File: src/rtl/gs_pkg.sv
package gs_pkg;
  typedef enum logic [2:0] {
    ST_OFF     = 3'd0,
    ST_HS_WAIT = 3'd1,
    ST_HS_ON   = 3'd2,
    ST_LS_WAIT = 3'd3,
    ST_LS_ON   = 3'd4,
    ST_SHUT    = 3'd5
  } gs_state_t;

  localparam int GS_NUM_IN = 6;
  localparam int GS_B_PWM  = 0;
  localparam int GS_B_MID  = 1;
  localparam int GS_B_LG   = 2;
  localparam int GS_B_HGS  = 3;
  localparam int GS_B_SW   = 4;
  localparam int GS_B_OK   = 5;
endpackage

File: src/rtl/gs_sync.sv
module gs_sync #(
  parameter int WIDTH  = 6,
  parameter int STAGES = 2
) (
  input  logic             clk,
  input  logic             rst,
  input  logic [WIDTH-1:0] d_i,
  output logic [WIDTH-1:0] q_o
);
  logic [WIDTH-1:0] chain [STAGES];

  generate
    for (genvar s = 0; s < STAGES; s++) begin : g_stage
      if (s == 0) begin : g_first
        always_ff @(posedge clk) begin
          if (rst) chain[s] <= '0;
          else     chain[s] <= d_i;
        end
      end else begin : g_next
        always_ff @(posedge clk) begin
          if (rst) chain[s] <= '0;
          else     chain[s] <= chain[s-1];
        end
      end
    end
  endgenerate

  assign q_o = chain[STAGES-1];
endmodule

File: src/rtl/gs_timer.sv
module gs_timer #(
  parameter int LIMIT = 4
) (
  input  logic clk,
  input  logic rst,
  input  logic clr_i,
  output logic done_o
);
  localparam int CW = $clog2(LIMIT + 1);
  localparam logic [CW-1:0] LIM = CW'(LIMIT);

  logic [CW-1:0] cnt;

  always_ff @(posedge clk) begin
    if (rst || clr_i)   cnt <= '0;
    else if (cnt != LIM) cnt <= cnt + 1'b1;
  end

  assign done_o = (cnt == LIM);
endmodule

File: src/rtl/gs_fsm.sv
module gs_fsm
  import gs_pkg::*;
(
  input  logic      clk,
  input  logic      rst,
  input  logic      s_pwm_i,
  input  logic      s_mid_i,
  input  logic      s_lg_i,
  input  logic      s_hgs_i,
  input  logic      s_sw_i,
  input  logic      s_ok_i,
  input  logic      blank_done_i,
  input  logic      tmo_done_i,
  input  logic      hold_done_i,
  output gs_state_t state_o,
  output logic      hs_en_o,
  output logic      ls_en_o,
  output logic      shut_o
);
  gs_state_t state, state_n;
  logic      cmd_q, cmd;

  // Inside the mid window the PWM level is not trusted; keep the last one.
  assign cmd = s_mid_i ? cmd_q : s_pwm_i;

  always_comb begin
    state_n = state;
    if (!s_ok_i) begin
      state_n = ST_OFF;
    end else if (hold_done_i && s_mid_i) begin
      state_n = ST_SHUT;
    end else begin
      unique case (state)
        ST_OFF, ST_SHUT: begin
          if (!s_mid_i) state_n = s_pwm_i ? ST_HS_WAIT : ST_LS_WAIT;
        end
        ST_HS_WAIT: begin
          if (!cmd)                           state_n = ST_LS_WAIT;
          else if (blank_done_i && s_lg_i)    state_n = ST_HS_ON;
        end
        ST_HS_ON: begin
          if (!cmd) state_n = ST_LS_WAIT;
        end
        ST_LS_WAIT: begin
          if (cmd)                            state_n = ST_HS_WAIT;
          else if (s_sw_i || tmo_done_i)      state_n = ST_LS_ON;
        end
        ST_LS_ON: begin
          if (cmd) state_n = ST_HS_WAIT;
        end
        default: state_n = ST_OFF;
      endcase
    end
  end

  always_ff @(posedge clk) begin
    if (rst) begin
      state   <= ST_OFF;
      cmd_q   <= 1'b0;
      hs_en_o <= 1'b0;
      ls_en_o <= 1'b0;
      shut_o  <= 1'b0;
    end else begin
      state   <= state_n;
      cmd_q   <= cmd;
      hs_en_o <= (state_n == ST_HS_ON);
      ls_en_o <= (state_n == ST_LS_ON);
      shut_o  <= (state_n == ST_SHUT);
    end
  end

  assign state_o = state;

  AST_NO_OVERLAP: assert property (@(posedge clk) !(hs_en_o && ls_en_o));

  AST_OFF_NO_POWER: assert property (@(posedge clk) disable iff (rst)
    !s_ok_i |=> (!hs_en_o && !ls_en_o));

  AST_SHUT_GATES_LOW: assert property (@(posedge clk) disable iff (rst)
    shut_o |-> (!hs_en_o && !ls_en_o));

  AST_HS_AFTER_LG: assert property (@(posedge clk) disable iff (rst)
    $rose(hs_en_o) |-> $past(s_lg_i && blank_done_i));

  AST_LS_AFTER_SENSE: assert property (@(posedge clk) disable iff (rst)
    $rose(ls_en_o) |-> $past(s_sw_i || tmo_done_i));

  AST_HS_DROP_ON_LOW: assert property (@(posedge clk) disable iff (rst)
    (hs_en_o && !cmd) |=> !hs_en_o);
endmodule

File: src/rtl/gate_sequencer.sv
module gate_sequencer
  import gs_pkg::*;
#(
  parameter int SYNC_STAGES = 2,
  parameter int BLANK_CYC   = 5,
  parameter int TMO_CYC     = 8,
  parameter int HOLD_CYC    = 16
) (
  input  logic clk,
  input  logic rst,
  input  logic pwm_i,
  input  logic pwm_mid_i,
  input  logic lg_low_i,
  input  logic hgs_low_i,
  input  logic sw_low_i,
  input  logic pwr_ok_i,
  output logic hs_en_o,
  output logic ls_en_o,
  output logic shut_o
);
  logic [GS_NUM_IN-1:0] raw, syn;
  gs_state_t            state;
  logic                 blank_done, tmo_done, hold_done;

  assign raw[GS_B_PWM] = pwm_i;
  assign raw[GS_B_MID] = pwm_mid_i;
  assign raw[GS_B_LG]  = lg_low_i;
  assign raw[GS_B_HGS] = hgs_low_i;
  assign raw[GS_B_SW]  = sw_low_i;
  assign raw[GS_B_OK]  = pwr_ok_i;

  gs_sync #(.WIDTH(GS_NUM_IN), .STAGES(SYNC_STAGES)) u_sync (
    .clk (clk), .rst (rst), .d_i (raw), .q_o (syn)
  );

  // Blanking runs from entry into the high-side wait.
  gs_timer #(.LIMIT(BLANK_CYC)) u_blank (
    .clk (clk), .rst (rst),
    .clr_i (state != ST_HS_WAIT),
    .done_o (blank_done)
  );

  // Timeout runs while waiting for the low side with the high gate sensed off.
  gs_timer #(.LIMIT(TMO_CYC)) u_tmo (
    .clk (clk), .rst (rst),
    .clr_i ((state != ST_LS_WAIT) || !syn[GS_B_HGS]),
    .done_o (tmo_done)
  );

  // Holdoff runs while PWM stays inside the mid window.
  gs_timer #(.LIMIT(HOLD_CYC)) u_hold (
    .clk (clk), .rst (rst),
    .clr_i (!syn[GS_B_MID]),
    .done_o (hold_done)
  );

  gs_fsm u_fsm (
    .clk          (clk),
    .rst          (rst),
    .s_pwm_i      (syn[GS_B_PWM]),
    .s_mid_i      (syn[GS_B_MID]),
    .s_lg_i       (syn[GS_B_LG]),
    .s_hgs_i      (syn[GS_B_HGS]),
    .s_sw_i       (syn[GS_B_SW]),
    .s_ok_i       (syn[GS_B_OK]),
    .blank_done_i (blank_done),
    .tmo_done_i   (tmo_done),
    .hold_done_i  (hold_done),
    .state_o      (state),
    .hs_en_o      (hs_en_o),
    .ls_en_o      (ls_en_o),
    .shut_o       (shut_o)
  );

  AST_RESET_QUIET: assert property (@(posedge clk)
    rst |=> (!hs_en_o && !ls_en_o && !shut_o));
endmodule

File: config.mk
export PLATFORM = sky130hd
export DESIGN_NAME = gate_sequencer
export DESIGN_NICKNAME = d
export VERILOG_FILES = /design/src/rtl/gs_pkg.sv /design/src/rtl/gs_sync.sv /design/src/rtl/gs_timer.sv /design/src/rtl/gs_fsm.sv /design/src/rtl/gate_sequencer.sv
export SDC_FILE = /design/constraint.sdc
export NUM_CORES = 1
export LEC_CHECK = 0
export BUFFER_PORTS_ARGS = -buffer_cell sky130_fd_sc_hd__buf_2
export CAP_MARGIN = 20
export CORE_UTILIZATION = 35
export DETAILED_ROUTE_END_ITERATION = 10
export PLACE_DENSITY = 0.5
export SLEW_MARGIN = 10
export SYNTH_ARGS = -nofsm -noshare
export SYNTH_HDL_FRONTEND = slang
export SYNTH_SLANG_ARGS = --single-unit
File: constraint.sdc
create_clock -name clk -period 2.82 [get_ports clk]
set_clock_uncertainty 0.2 [all_clocks]
set_input_delay 0.282 -clock clk [delete_from_list [all_inputs] [get_ports clk]]
set_output_delay 0.282 -clock clk [all_outputs]
set_load 0.01 [all_outputs]
==> out/qor.txt, run 1 <==
Critical path endpoint: u_fsm.hs_en_o
Pwr/cell area: 550.9 nW/um^2
R2r setup slk: 690 ps
R2r endpoint: u_fsm.hs_en_o
Worst Path Required: 2840 ps
Setup violators final: 0
DRT Pass-1 Iters: 4
H-tree lvl count: 2
Top-count cell post-synth: dfxtp_1
DRC: 0
Hold Vio Cnt, Final: 0
Layout cells sized above 1: 0.1533
CP Launch Point: u_hold.cnt[0]
Area grow syn2layout: 12.39%
Iteration-0 DRC count of the detailed router: 53
Post-synth EDFFs: 0
Die area: 3999 um^2
Vias in the first global route: 847
Drt total wl: 2156 um
Site row count: 21
Synth Flop Type: dfxtp_1
Grt total ovfl: 0
FF+latch count, synth: 31
Die height: 63.24 um
Width of the die: 63.24 um
Max-slew violations: 0
Cells resized by post-CTS repair: 0
R2R cell count: 7
Tightest Pin Transition: 853.7 ps
Ys async rst share: 0
Initial antenna violation count: 0
Nets: 163
Mean area per synthesized cell: 9.580 um^2
Crit path arrival time: 2150 ps
Post-synthesis instance area: 1313 um^2
Max_slew headroom: 0.4231
Synth cell count leaders: dfxtp_1 (31), nor2_1 (14), nor2b_1 (12)
Multi-input gate area: 643.1 um^2
R2R Path Start: u_hold.cnt[0]
Clk_lat worst skew: 280 ps
Final ANT Viol Nets: 0
Crit. End Element: register
Unrepaired setup endpoints after global routing: false
Yosys warns: 0
Clk buf depth: 2
Total GRT Usage: 0.1264
Yosys top cell area share: 0.4728
Area leader, netlist: dfxtp_1
DR WL/cell: 11.00 um
Post-Syn Nets: 151
LEAKAGE: 0.0005558 uW
Filler Cells Inserted: 361
Fmax: 469.3 MHz
TritonCTS clock tree: built
Max Cap Viol: 0
Via density: 4.842
Port Buffers: 10
Sequential cell area: 620.6 um^2
CTS Hold Bufs: 0
First-pass GRT wire length: 3836 um
Inst Count DP: 188
Status: completed
Clock sinks: 31
Final cell count without fillers: 196
Dpl hpwl: 1527 um
CTS clk-pin slew, worst paths: 60 ps
CTS root buffer: clkbuf_8
Largest net degree at the start of global routing: 21
Antenna cells: 0
Post-Syn Instances: 137
Core area: 3468 um^2
Startpoint types: register
Initial Util: 0.3784
I/O pin count: 11
Netlist cell types: 38
Kind of critical path: reg2reg
Worst hold path class: in2reg
CP max FO: 5
Fin Setup TNS: 0 ps
TritonCTS Buffers: 5
Vias post-DR: 949
Final Cycle Share: 0.7556
Maximum vdd drop: 0.0002688 V
RePlAce Congestion: 0.7766
Synth top area cells: dfxtp_1 (47%), ha_1 (5.7%), nor2b_1 (5.7%)
Crit path time final: 2131 ps
Post-CTS Setup Bufs: 0
Sequential element share of the synthesized area: 0.4728
-- flip-flops by register name, indices dropped and copies added (netlist names) --
signal,cells
u_fsm.ls_en_o,1
u_tmo.cnt,4
u_fsm.hs_en_o,1
u_fsm.cmd_q,1
u_fsm.state_o,3
u_fsm.shut_o,1
u_sync.chain,12
u_blank.cnt,3
u_hold.cnt,5
-- layer usage --
metal	track usage	vias to the layer above	part of all wire
met3	0.04891	7	0.048
met2	0.1841	21	0.42
li1	-	488	-
met4	0.06818	0	0.024
met5	0	-	0
met1	0.1592	433	0.50
-- critical path: stages (launching register included) --
cell and delay [ps]:
dfxtp_1 350, inv_1 70, ha_1 180, nor4bb_1 180, a211o_1 330, or4b_1 520
o31ai_1 90, and2_1 160
-- final cells by class --
| type | count | share of cell area |
|---|---|---|
| well taps | 46 | 0.03902 |
| clock inverters | 1 | 0.003393 |
| clock buffers | 7 | 0.05174 |
| flip-flops and latches | 31 | 0.4207 |
| repair buffers | 10 | 0.03393 |
| inverters | 6 | 0.01527 |
| multi-input cells | 95 | 0.4360 |
-- where the power goes --
group	switching [uW]	leakage [uW]	internal, uW
Combinational	16.3	0.000261	18.2
Sequential	6.84	0.000253	448
Clock	151	0.0000422	173
-- logic make-up after synthesis --
logic type,share of synthesized area
flops,0.4728
fa+ha+maj,0.05720
compound gates,0.1077
mux,0.02383
buf+inv,0.03717
simple gates,0.2545
xor+xnor,0.04671
-- metrics by stage --
| step | power [uW] | util | setup slack, ps | instance area, um^2 | hold WS (ps) |
|---|---|---|---|---|---|
| detailed placement | 499.0 | 0.4019 | 712.7 | 1394 | 223.5 |
| finish | 812.7 | 0.4253 | 689.3 | 1475 | 13.36 |
| CTS | 826.4 | 0.4253 | 696.3 | 1475 | 2.335 |
| floorplan | 488.6 | - | 799.5 | 1313 | 210.2 |
| global route | 855.3 | 0.4253 | 453.6 | 1475 | 13.21 |
| global placement | 497.8 | 0.4019 | 754.6 | 1394 | 227.4 |
-- worst min path at each step --
stage / start / end / slack, ps / cells after the start
after floorplan: pwm_i / u_sync.chain[0][0] / 210 / 1
after global placement: u_sync.chain[0][4] / u_sync.chain[1][4] / 230 / 1
after detailed placement: u_sync.chain[0][4] / u_sync.chain[1][4] / 220 / 1
after CTS: sw_low_i / u_sync.chain[0][4] / 2 / 2
after global routing: pwm_i / u_sync.chain[0][0] / 10 / 2
final: pwm_mid_i / u_sync.chain[0][1] / 10 / 2
-- layout by cell type, fill, tap and decap left out, drive strengths merged, types with 4 or more instances in the layout --
cell	n
nor2b	12
o21ai	4
clkbuf	7
nand3	5
inv	6
nor2	14
dfxtp	31
buf	10
ha	6
nand2	8
nand2b	6
xnor2	4
(Power assumes the default switching activity.)
==> inputs of run 2 (changes only) <==
- PLACE_DENSITY: 0.5 -> 0.52
- clock period: 2.82 -> 1.8 ns (I/O delays scaled with it)
==> run 2 against run 1 <==
  * The flow now finishes with violations (negative setup slack)
  * Combinational power is 150% higher
  * Core utilization is 8.8 points higher
  * Global-route usage is 0.57 points higher
  * Clock-buffer cell count is 1 higher
  * Largest cell class unchanged
  * Design area is 21% higher
  * Largest power group unchanged
==> out/qor.txt, run 2 (same netlist as run 1, synthesis figures left out) <==
Die area: 3999 um^2 (unchanged)
Site row count: 21 (unchanged)
LEAKAGE: 0.0007090 uW (+28%)
Maximum vdd drop: 0.0005362 V (+99%)
Port Buffers: 10 (unchanged)
Final cell count without fillers: 222 (+13%)
Nets: 189 (+16%)
Initial Util: 0.3784 (unchanged)
Violated checks: negative setup slack
Fmax: 524.0 MHz (+12%)
Grt total ovfl: 0 (unchanged)
Area grow syn2layout: 35.56%
RePlAce Congestion: 0.7608 (-2.0%)
H-tree lvl count: 2 (unchanged)
Final Cycle Share: 1.060 (+0.3047)
Kind of critical path: reg2reg
Hold depth: 3 (+1)
R2r endpoint: u_fsm.hs_en_o
Drt total wl: 2423 um (+12%)
Crit. End Element: register
Largest registers: u_sync.chain: 12 flops, u_hold.cnt: 5 flops, u_tmo.cnt: 4 flops
Unrepaired setup endpoints after global routing: true
Slowest stage cell, crit path: or4b_4
R2r setup slk: -110 ps (-800 ps)
Commonest non-fill, non-tap cells in the layout: dfxtp_1 (26), buf_4 (20), nor2_1 (13)
Worst hold path startpoint: rst
Crit path arrival time: 1930 ps (-220 ps)
TritonCTS clock tree: built
Inst Count DP: 206 (+9.6%)
Pwr/cell area: 775.5 nW/um^2 (+41%)
Vias post-DR: 1038 (+9.4%)
Startpoint types: register
DR WL/cell: 10.91 um (-0.78%)
TritonCTS Buffers: 5 (unchanged)
Vias in the first global route: 1001 (+18%)
DRC: 0 (unchanged)
CP Cell Sequence: inv_2, ha_4, nor4bb_4, a211o_1, or4b_4, o31ai_4, and2_1
Dpl hpwl: 1685 um (+10%)
R2R Path Start: u_hold.cnt[1]
Clk_lat worst skew: 270 ps (about the same)
Most common cell after layout, fill and taps aside: dfxtp_1
R2R cell count: 7 (unchanged)
Finished Cell Area: 1779 um^2 (+21%)
Via density: 4.676 (-3.4%)
Placed inst area: 1553 um^2 (+11%)
Met3 wire len: 86 um (-17%)
Largest reg by FF count: u_sync.chain
DRT Pass-1 Iters: 5 (+1)
First-pass GRT wire length: 4181 um (+9.0%)
Max-slew violations: 0 (unchanged)
I/O pin count: 11 (unchanged)
CTS root buffer: clkbuf_8
Crit-path max cell delay: 500 ps (-20 ps)
Max Cap Viol: 0 (unchanged)
Width of the die: 63.24 um (unchanged)
Max_slew headroom: 0.7965 (+0.3734)
Final hold slack: 128.4 ps (+115.0 ps)
Core area: 3468 um^2 (unchanged)
Die height: 63.24 um (unchanged)
Filler Cells Inserted: 330 (-8.6%)
Finished Core Util: 0.5130 (+0.08766)
Worst Path Required: 1820 ps (-1020 ps)
Met2 wire len: 1160 um (+27%)
Antenna cells: 0 (unchanged)
Sequential cell area: 626.9 um^2 (+1.0%)
CP max FO: 2 (-3)
Worst Hold End: u_sync.chain[1][4]
Tightest Pin Transition: 303.8 ps (-549.9 ps)
CTS clk-pin slew, worst paths: 60 ps (about the same)
Total GRT Usage: 0.1321 (+0.005679)
Met1 Wirelength: 1131 um (+4.0%)
Largest register FFs: 12 (unchanged)
Clock sinks: 31 (unchanged)
Status: complete, but fails checks
Worst hold path class: in2reg
Multi-input gate area: 711.9 um^2 (+11%)
Layout cells sized above 1: 0.3523 (+0.1989)
Setup violators final: 1 (+1)
Final ANT Viol Nets: 0 (unchanged)
Largest net degree at the start of global routing: 20 (-4.8%)
Crit path time final: 1908 ps (-222.2 ps)
Final WS setup: -108.4 ps (-797.8 ps)
Top Metal Used: met4
Clk buf depth: 2 (unchanged)
Hold Vio Cnt, Final: 0 (unchanged)
Iteration-0 DRC count of the detailed router: 84 (+58%)
Initial antenna violation count: 0 (unchanged)
-- run 2: worst max-delay path by stage --
stage / endpoint / cells after the start / slack [ps] / start
3_5_place_dp: u_fsm.hs_en_o / 7 / -120 / u_hold.cnt[1]
3_3_place_gp: u_fsm.hs_en_o / 7 / -60 / u_hold.cnt[1]
2_1_floorplan: u_fsm.hs_en_o / 7 / -70 / u_hold.cnt[1]
4_1_cts: u_fsm.hs_en_o / 7 / -130 / u_hold.cnt[1]
5_1_grt: u_fsm.hs_en_o / 7 / -180 / u_hold.cnt[0]
6_report: u_fsm.hs_en_o / 7 / -110 / u_hold.cnt[1]
-- run 2: worst max-delay path: cells and delay by family (launching register included) --
| kind | cells | cell delay [ps] |
|---|---|---|
| AO/OA/AOI/OAI | 2 | 340 |
| buffers and inverters | 1 | 50 |
| flip-flops | 1 | 330 |
| adder cells (fa/ha/maj) | 1 | 140 |
| AND/OR/NAND/NOR | 3 | 790 |
-- run 2: cell type report --
class / instances / share of cell area
Tap cell: 46 / 0.03235
Inverter: 6 / 0.01266
Sequential cell: 31 / 0.3523
Multi-Input combinational cell: 95 / 0.4001
Timing Repair Buffer: 36 / 0.1463
Clock buffer: 8 / 0.05626
-- run 2: what timing repair did --
| item | CTS | global route |
|---|---|---|
| setup buffers | 1 | 1 |
| hold buffers | 6 | 0 |
| pin swaps | 2 | 3 |
| resized for setup | 2 | 11 |
| setup endpoints to repair | 3 | 5 |
| endpoints found under the hold margin | 6 | 0 |
-- run 2: metal layers --
layer | up-vias | track usage
met5 | - | 0
met4 | 0 | 0.05114
met3 | 8 | 0.03804
met2 | 28 | 0.2204
met1 | 460 | 0.1591
li1 | 542 | -
-- run 2: stage by stage --
step / TNS [ps] / setup slack, ps / power (uW)
global placement: -61.08 / -61.08 / 793.0
detailed placement: -182.0 / -115.4 / 794.1
finish: -108.4 / -108.4 / 1380
CTS: -130.8 / -126.5 / 1381
floorplan: -74.50 / -74.50 / 767.4
global route: -330.3 / -181.9 / 1441
-- run 2: report_power, final --
part	total (uW)	leakage [uW]	switching [uW]	internal (uW)
Combinational	86.1	0.000402	35.3	50.9
Clock	583	0.0000515	235	348
Sequential	710	0.000255	8.20	702
